**src/rtl/prbs_ana_pkg.sv**
```systemverilog
package prbs_ana_pkg;
  typedef enum logic [1:0] {
    PA_HUNT    = 2'd0,
    PA_CONFIRM = 2'd1,
    PA_LOCK    = 2'd2
  } pa_state_e;
endpackage

```
**src/rtl/prbs_rst_sync.sv**
```systemverilog
module prbs_rst_sync #(
  parameter int STAGES = 2
) (
  input  logic clk,
  input  logic rst_n,
  output logic rst_n_sync
);
  logic [STAGES-1:0] pipe_q;

  always_ff @(posedge clk or negedge rst_n) begin
    if (!rst_n) pipe_q <= '0;
    else        pipe_q <= {pipe_q[STAGES-2:0], 1'b1};
  end

  assign rst_n_sync = pipe_q[STAGES-1];
endmodule

```
**src/rtl/prbs_ref_gen.sv**
```systemverilog
module prbs_ref_gen #(
  parameter int LFSR_W = 15,
  parameter int TAP_A  = 14,
  parameter int TAP_B  = 15
) (
  input  logic clk,
  input  logic rst_n,
  input  logic shift_en,
  input  logic load_sel,
  input  logic bit_in,
  output logic pred_o
);
  logic [LFSR_W-1:0] sr_q, sr_d;
  logic              feed;

  // sr_q[0] holds the newest bit; position k-1 holds the bit k steps back
  assign pred_o = sr_q[TAP_A-1] ^ sr_q[TAP_B-1];
  assign feed   = load_sel ? bit_in : pred_o;

  always_comb begin
    sr_d = sr_q;
    if (shift_en) sr_d = {sr_q[LFSR_W-2:0], feed};
  end

  always_ff @(posedge clk or negedge rst_n) begin
    if (!rst_n) sr_q <= '0;
    else        sr_q <= sr_d;
  end
endmodule

```
**src/rtl/prbs_sync_ctl.sv**
```systemverilog
module prbs_sync_ctl
  import prbs_ana_pkg::*;
#(
  parameter int LOAD_LEN = 15,
  parameter int CONF_LEN = 16
) (
  input  logic      clk,
  input  logic      rst_n,
  input  logic      en,
  input  logic      bit_vld,
  input  logic      mismatch,
  input  logic      sat_drop,
  output pa_state_e state_o
);
  localparam int MAXLEN = (LOAD_LEN > CONF_LEN) ? LOAD_LEN : CONF_LEN;
  localparam int PH_W   = $clog2(MAXLEN + 1);

  pa_state_e        st_q, st_d;
  logic [PH_W-1:0]  ph_q, ph_d;

  always_comb begin
    st_d = st_q;
    ph_d = ph_q;
    if (!en) begin
      st_d = PA_HUNT;
      ph_d = '0;
    end else if (bit_vld) begin
      unique case (st_q)
        PA_HUNT: begin
          if (ph_q == PH_W'(LOAD_LEN - 1)) begin
            st_d = PA_CONFIRM;
            ph_d = '0;
          end else begin
            ph_d = ph_q + 1'b1;
          end
        end
        PA_CONFIRM: begin
          if (mismatch) begin
            st_d = PA_HUNT;
            ph_d = '0;
          end else if (ph_q == PH_W'(CONF_LEN - 1)) begin
            st_d = PA_LOCK;
            ph_d = '0;
          end else begin
            ph_d = ph_q + 1'b1;
          end
        end
        PA_LOCK: begin
          if (sat_drop) begin
            st_d = PA_HUNT;
            ph_d = '0;
          end
        end
        default: begin
          st_d = PA_HUNT;
          ph_d = '0;
        end
      endcase
    end
  end

  always_ff @(posedge clk or negedge rst_n) begin
    if (!rst_n) begin
      st_q <= PA_HUNT;
      ph_q <= '0;
    end else begin
      st_q <= st_d;
      ph_q <= ph_d;
    end
  end

  assign state_o = st_q;
endmodule

```
**src/rtl/prbs_err_cnt.sv**
```systemverilog
module prbs_err_cnt #(
  parameter int CNT_W = 8
) (
  input  logic             clk,
  input  logic             rst_n,
  input  logic             err_evt,
  input  logic             rd_clr,
  output logic [CNT_W-1:0] cnt_o,
  output logic             sat_hit_o
);
  localparam logic [CNT_W-1:0] CNT_MAX = {CNT_W{1'b1}};

  logic [CNT_W-1:0] cnt_q, cnt_d, base;

  always_comb begin
    base  = rd_clr ? '0 : cnt_q;
    cnt_d = base;
    if (err_evt && (base != CNT_MAX)) cnt_d = base + 1'b1;
  end

  assign sat_hit_o = err_evt && (cnt_d == CNT_MAX);

  always_ff @(posedge clk or negedge rst_n) begin
    if (!rst_n) cnt_q <= '0;
    else        cnt_q <= cnt_d;
  end

  assign cnt_o = cnt_q;
endmodule

```
**src/rtl/prbs_analyser.sv**
```systemverilog
module prbs_analyser
  import prbs_ana_pkg::*;
#(
  parameter int LFSR_W   = 15,
  parameter int TAP_A    = 14,
  parameter int CONF_LEN = 16,
  parameter int CNT_W    = 8
) (
  input  logic             clk,
  input  logic             rst_n,
  input  logic             ana_en_i,
  input  logic             rx_bit_i,
  input  logic             rx_vld_i,
  input  logic             rd_clr_i,
  output logic [CNT_W-1:0] err_cnt_o,
  output logic             sync_lost_o
);
  logic      rst_ns;
  logic      pred, mismatch, locked, err_evt, sat_hit, take;
  pa_state_e st;

  prbs_rst_sync #(.STAGES(2)) u_rst (
    .clk(clk), .rst_n(rst_n), .rst_n_sync(rst_ns)
  );

  assign take     = ana_en_i & rx_vld_i;
  assign mismatch = rx_bit_i ^ pred;
  assign locked   = (st == PA_LOCK);
  assign err_evt  = take & locked & mismatch;

  prbs_ref_gen #(.LFSR_W(LFSR_W), .TAP_A(TAP_A), .TAP_B(LFSR_W)) u_ref (
    .clk(clk), .rst_n(rst_ns), .shift_en(take),
    .load_sel(st == PA_HUNT), .bit_in(rx_bit_i), .pred_o(pred)
  );

  prbs_sync_ctl #(.LOAD_LEN(LFSR_W), .CONF_LEN(CONF_LEN)) u_ctl (
    .clk(clk), .rst_n(rst_ns), .en(ana_en_i), .bit_vld(rx_vld_i),
    .mismatch(mismatch), .sat_drop(sat_hit), .state_o(st)
  );

  prbs_err_cnt #(.CNT_W(CNT_W)) u_cnt (
    .clk(clk), .rst_n(rst_ns), .err_evt(err_evt), .rd_clr(rd_clr_i),
    .cnt_o(err_cnt_o), .sat_hit_o(sat_hit)
  );

  assign sync_lost_o = &err_cnt_o;
endmodule

```
**config.mk**
```make
export PLATFORM = sky130hd
export DESIGN_NAME = prbs_analyser
export DESIGN_NICKNAME = d
export VERILOG_FILES = /design/src/rtl/prbs_ana_pkg.sv /design/src/rtl/prbs_rst_sync.sv /design/src/rtl/prbs_ref_gen.sv /design/src/rtl/prbs_sync_ctl.sv /design/src/rtl/prbs_err_cnt.sv /design/src/rtl/prbs_analyser.sv
export SDC_FILE = /design/constraint.sdc
export NUM_CORES = 1
export LEC_CHECK = 0
export ABC_AREA = 1
export BUFFER_PORTS_ARGS = -buffer_cell sky130_fd_sc_hd__buf_2
export CAP_MARGIN = 20
export CORE_MARGIN = 2
export CORE_UTILIZATION = 40
export DETAILED_ROUTE_END_ITERATION = 16
export PLACE_DENSITY = 0.62
export SYNTH_ARGS = -nofsm -noshare
export SYNTH_HDL_FRONTEND = slang
export SYNTH_HIERARCHICAL = 1
export SYNTH_SLANG_ARGS = --single-unit
```
**constraint.sdc**
```tcl
create_clock -name clk -period 2.2 [get_ports clk]
set_clock_uncertainty 0.05 [all_clocks]
set_input_delay 0.11 -clock clk [delete_from_list [all_inputs] [get_ports clk]]
set_output_delay 0.11 -clock clk [all_outputs]
set_load 0.03 [all_outputs]
```
After elaboration in Yosys (flattened, before gate mapping)
Index checks and enable logic that the tools add are counted.
{ "op_classes": {"eq_ne": 10, "n_bitwise": 5, "muxes": 17, "addsub": 2, "n_reduce_logical": 6} }
{ "ops": {"columns": ["op", "n"], "rows": [
  ["5-bit two-way mux", 6],
  ["8-bit two-way mux", 2],
  ["5-bit case mux with 3 select lines", 1],
  ["2-bit two-way mux", 6],
  ["5-bit by 4-bit == test with 1-bit output, second input constant", 2],
  ["8-bit by 1-bit adder with 8-bit output, second input constant", 1],
  ["8-bit == test, second input constant", 1],
  ["8-bit != test, second input constant", 1],
  ["8-bit AND reduction", 1],
  ["3-bit by 2-bit != test with 1-bit output, second input constant", 2],
  ["2-bit case mux with 3 select lines", 1],
  ["5-bit by 1-bit adder with 5-bit output, second input constant", 1],
  ["4-bit by 3-bit != test with 1-bit output, second input constant", 1],
  ["4-bit AND reduction", 1],
  ["1-bit bitwise AND", 3],
  ["2-bit by 1-bit == test with 1-bit output, second input constant", 1],
  ["2-bit == test, second input constant", 1],
  ["1-bit logical AND", 2],
  ["2-bit logical NOT", 1],
  ["2-bit by 1-bit != test with 1-bit output, second input constant", 1],
  ["2-bit AND reduction", 1],
  ["1-bit bitwise XOR", 2],
  ["1-bit two-way mux", 1]
]} }
{ "totals": {"word_cells": 45, "reg_bits": 32, "output_inout_bits": 9} }

Longest topological paths before layout
{ "depth": {"depth_word": 11, "depth_mapped": 21} }

Hierarchy
Netlist, hierarchy kept.
{ "modules_own_cells": {"columns": ["module", "area_each_um2", "seq_area_each_um2", "cells_per_inst", "n_inst"], "rows": [
  ["prbs_ref_gen", 598.1, 375.4, 65, 1],
  ["prbs_err_cnt", 563.0, 200.2, 78, 1],
  ["prbs_sync_ctl", 548.0, 175.2, 75, 1],
  ["prbs_analyser", 90.1, 0.0, 24, 1],
  ["prbs_rst_sync", 53.8, 50.0, 3, 1]
]} }

Worst setup path before layout
OpenSTA, ideal clock, no wires.
{ "synth_timing": {"path_type": "reg-to-reg", "start": "reg u_ref.sr_q[13]", "end": "reg u_ctl.ph_q[1]", "path_stages_with_launch": 21, "path_slack_ps": 103, "arrival_ps": 1973, "setup_time_ps": 74, "path_buffers": 1, "synth_period_minus_slack_ps": 2097, "required_ps": 2076, "path_cell_list": "dfrtp_1 inv_1 nand2_1 nand2_1 inv_1 nand2_1 nand2_1 nor2_1 buf_2 nand2_1 nor2_1 nand4_1 nand2_1 nand3_1 nor2_1 inv_1 nand3_2 nand2_4 nor2_2 nand2_2 o21ai_2"} }
{ "synth_between": {"elab_chain_cells": 9} }
{ "synth_lines": {"columns": ["item", "line_no", "rtl"], "rows": [
  ["start: declaration", "prbs_ref_gen.sv:13", "logic [LFSR_W-1:0] sr_q, sr_d;"],
  ["start signal: assignment", "prbs_ref_gen.sv:27", "else sr_q <= sr_d;"],
  ["1-bit bitwise XOR", "prbs_ref_gen.sv:17", "assign pred_o = sr_q[TAP_A-1] ^ sr_q[TAP_B-1];"],
  ["net pred", "prbs_analyser.sv:19", "logic pred, mismatch, locked, err_evt, sat_hit, take;"],
  ["1-bit bitwise XOR", "prbs_analyser.sv:27", "assign mismatch = rx_bit_i ^ pred;"],
  ["1-bit bitwise AND", "prbs_analyser.sv:29", "assign err_evt = take & locked & mismatch;"],
  ["net err_evt", "prbs_analyser.sv:19", null],
  ["1-bit logical AND", "prbs_err_cnt.sv:18", "if (err_evt && (base != CNT_MAX)) cnt_d = base + 1'b1;"],
  ["8-bit two-way mux", "prbs_err_cnt.sv:18", null],
  ["net u_cnt.cnt_d[7]", "prbs_err_cnt.sv:13", "logic [CNT_W-1:0] cnt_q, cnt_d, base;"],
  ["8-bit == test", "prbs_err_cnt.sv:21", "assign sat_hit_o = err_evt && (cnt_d == CNT_MAX);"],
  ["1-bit logical AND", "prbs_err_cnt.sv:21", null],
  ["net sat_hit", "prbs_analyser.sv:19", null],
  ["3-bit by 2-bit != test with 1-bit output (no line)", null, null],
  ["2-bit AND reduction (no line)", null, null],
  ["end signal: assignment", "prbs_sync_ctl.sv:68", "ph_q <= ph_d;"],
  ["end: declaration", "prbs_sync_ctl.sv:19", "logic [PH_W-1:0] ph_q, ph_d;"]
]} }
The timed path passes the listed nets, and every way through them passes these cells. The select of a mux whose other input is x is not followed.
A chain may end at the register's enable or synchronous reset.

Worst setup path after layout
{ "layout_timing": {"start": "reg u_ref.sr_q[13]", "end": "reg u_ctl.ph_q[1]"} }
{ "layout_between": {"elab_chain_cells": 9} }
{ "layout_lines": {"columns": ["item", "line_no"], "rows": [
  ["1-bit bitwise XOR *", "prbs_ref_gen.sv:17"],
  ["net pred", "prbs_analyser.sv:19"],
  ["1-bit bitwise XOR *", "prbs_analyser.sv:27"],
  ["1-bit bitwise AND *", "prbs_analyser.sv:29"],
  ["net err_evt", "prbs_analyser.sv:19"],
  ["1-bit logical AND", "prbs_err_cnt.sv:18"],
  ["8-bit two-way mux", "prbs_err_cnt.sv:18"],
  ["8-bit == test", "prbs_err_cnt.sv:21"],
  ["1-bit logical AND *", "prbs_err_cnt.sv:21"],
  ["net sat_hit", "prbs_analyser.sv:19"],
  ["3-bit by 2-bit != test with 1-bit output (no line) *", null],
  ["2-bit AND reduction (no line) *", null]
]} }
Mark *: on every way through the listed nets, which the timed path passes. The rest lies on a longest branch. The select of a mux whose other input is x is not followed.

==> flow_summary.json <==
{
  "p_leak_nw": 1.26,
  "grt_pass1_wl_mm": 6.12,
  "final_area_um2": 2310,
  "synth_top_cell_area_share": 0.432,
  "r2r_start": "u_ref/sr_q[13]",
  "first_global_vias": 1424,
  "period_needed_ns": 2.21,
  "tns_ns": -0.0461,
  "yosys-top-cells-area": "dfrtp_1 (43%), nand2_1 (15%), inv_1 (8.3%), nand3_1 (5.4%), nor2_1 (4.5%)",
  "dieWidth_um": 72.1,
  "path_clk_slew_ns": 0.07,
  "fin_ws_ns": -0.0144,
  "num_rows": 24,
  "cts_tree": "yes",
  "crit_path_frequent_cell": "nand2_2",
  "antenna_found_initial": 0,
  "status": "finished with violations",
  "crit_arrival_ns": 2.38,
  "finalSetupViolations": 4,
  "hp-class": "reg2async",
  "ys.warnings.count": 6,
  "synth_cell_type_count": 31,
  "num-fill-cells": 421,
  "violations": "setup timing",
  "crit_path_start_kind": "flip-flop",
  "cpLargestDelayFamily": "simple AND/OR/NAND/NOR gates",
  "grt_usage": 0.150,
  "path_cells": "inv_2, nand2_2, nand2_2, nand2_1, nand2_2, nor2_2, buf_6, buf_4, nand3_1, nand2_2, nor2_2, nand3_2, nor2_4, inv_2, nand3_2, nand2_4, nor2_4, nand2_2, o21ai_2",
  "synth_area_um2": 1850,
  "critPathBufInv": 4,
  "die_height_um": 72.1,
  "clock-sinks": 32,
  "finalCoreUtilization": 0.522,
  "post-synth-top-area-cell": "dfrtp_1",
  "synth.avg_cell_area_um2": 7.56,
  "finalHoldViolCount": 0,
  "synth_edf_count": 0,
  "drv_cap": 0,
  "reg2reg_to": "u_ctl/ph_q[1]",
  "yosysMostFrequentCell": "nand2_1",
  "port_buffers": 14,
  "viasPerCell": 4.70,
  "drt-wirelength-per-cell_um": 11.3,
  "syn2layout_area_growth_pct": 24.4,
  "fin_crit_sh": 1.01,
  "clock_path_buffers": 2,
  "required_ns": 2.36,
  "crit_slowest_cell": "dfrtp_1",
  "end_kind": "flip-flop",
  "ys_seq_area_frac": 0.432,
  "cts_max_level": 2,
  "fin_nets": 293,
  "seqCellArea_um2": 801,
  "dpl.hpwl_mm": 2.48,
  "cts_root_buf": "clkbuf_8",
  "reg2regPathDepth": 19,
  "multi_input_area_um2": 921,
  "drt-initial-drc-count": 96,
  "hold_ws_ns": 0.0624,
  "initial_core_util": 0.420,
  "io_pins": 15,
  "dominantRegCellSynth": "dfrtp_1",
  "layout-drive-gt1-share": 0.320,
  "dieArea_um2": 5190,
  "yosys-top-cells-count": "nand2_1 (74), inv_1 (41), dfrtp_1 (32)",
  "drc": 0,
  "yosys_register_bits": 32,
  "place.gp.congestion": 0.862,
  "cts_buffers": 5,
  "drtPass1Iterations": 4,
  "grt_max_degree": 26,
  "fmax_mhz": 452,
  "postSynthNetCount": 255,
  "p_per_area_nw_per_um2": 603,
  "worstSetupPathType": "reg2reg",
  "place_area_um2": 2000,
  "drv_slew": 0,
  "antenna_cells": 0,
  "clk_latency_ns": 0.28,
  "r2r_slack_ns": -0.01,
  "peakVddDrop_mv": 0.275,
  "drt_wl_total_mm": 3.80,
  "synth-async-reset-ratio": 1.00,
  "rsz0062_at_grt": "true",
  "dpl_worst_slack_ns": -0.0333,
  "ant_nets": 0,
  "vias": 1580,
  "crit_fanout": 8,
  "core_um2": 4410,
  "postSynthCellCount": 245,
  "overflow": 0,
  "slowest_delay_ns": 0.41
}
==> repair_timing <==
item	in CTS	in global routing
gates cloned	0	0
resized for setup	3	24
hold endpoints to repair	2	0
hold buffers	1	0
pin swaps	11	13
buffers inserted	10	4
endpoints found under the setup margin	6	8
==> report_power, final <==
| group | switching (mW) | leakage [nW] | total (mW) | internal (mW) |
|---|---|---|---|---|
| registers | 0.0306 | 0.427 | 0.677 | 0.646 |
| clock network | 0.212 | 0.0552 | 0.548 | 0.336 |
| logic | 0.106 | 0.774 | 0.166 | 0.0601 |
| total | 0.349 | 1.26 | 1.39 | 1.04 |
==> worst register-to-register path, delay by kind of cell (launching register included) <==
| kind | cells | cell delay (ns) |
|---|---|---|
| AND/OR/NAND/NOR | 14 | 1.21 |
| flip-flops | 1 | 0.41 |
| buffers and inverters | 4 | 0.38 |
| AO/OA/AOI/OAI | 1 | 0.10 |
==> flip-flops by register name (all words and copies together) (netlist names) <==
| signal | count |
|---|---|
| u_cnt/cnt_o | 8 |
| u_ctl/ph_q | 5 |
| u_ctl/state_o | 2 |
| u_ref/sr_q | 15 |
| u_rst/pipe_q | 2 |
==> worst max-delay path by stage <==
stage | start | end | slack, ns | cells after the start
2_1_floorplan | u_ref/sr_q[13] | u_ctl/ph_q[1] | 0.10 | 20
3_5_place_dp | u_ref/sr_q[13] | u_ctl/ph_q[3] | -0.03 | 20
4_1_cts | u_ref/sr_q[14] | u_ctl/state_o[0] | 0.0007 | 20
6_report | u_ref/sr_q[13] | u_ctl/ph_q[1] | -0.01 | 19
5_1_grt | u_ref/sr_q[13] | u_ctl/state_o[0] | -0.22 | 21
3_3_place_gp | u_ref/sr_q[13] | u_ctl/ph_q[0] | 0.04 | 20
==> area by class of cell <==
type                       instances  share of cell area
inverter                          45              0.0754
clock inverter                     2              0.0152
sequential                        32               0.347
timing repair buffer              35               0.103
tap                               52              0.0282
multi-input combinational        164               0.399
clock buffer                       6              0.0315
==> cells by family (layout without fill, tap and decap cells) <==
group	Yosys count	count (layout)	share of synthesized area
AO/OA/AOI/OAI	21	21	0.0729
XOR/XNOR	1	1	0.00473
adder cells (fa/ha/maj)	4	4	0.0270
buffers and inverters	49	88	0.109
flip-flops	32	32	0.432
other	1	1	0.00202
AND/OR/NAND/NOR	137	137	0.352
==> stage by stage <==
stage          total power [mW]  cells
6_report                   1.39    336
5_1_grt                    1.47    336
4_1_cts                    1.39    332
3_5_place_dp              0.825    313
3_3_place_gp              0.822    313
2_1_floorplan             0.789    245
==> cells in the final DEF (no fill, tap or decap), drive strengths merged <==
cell type	netlist	final
o21ai	16	16
nand3b	1	1
inv	45	45
buf	4	34
clkbuf	0	6
dlygate4sd3	0	1
nand2	80	80
dfrtp	32	32
ha	4	4
xor2	1	1
clkinv	0	1
or2	2	2
nand3	24	24
a21oi	5	5
nor3	1	1
conb	1	1
nor2	27	27
bufinv	0	1
nand4	2	2
==> layer usage <==
metal	share of wire	track usage
met3	0.039	0.0431
met2	0.47	0.228
met1	0.47	0.205
met5	0	0
met4	0.019	0.0566
(Power assumes the default switching activity.)
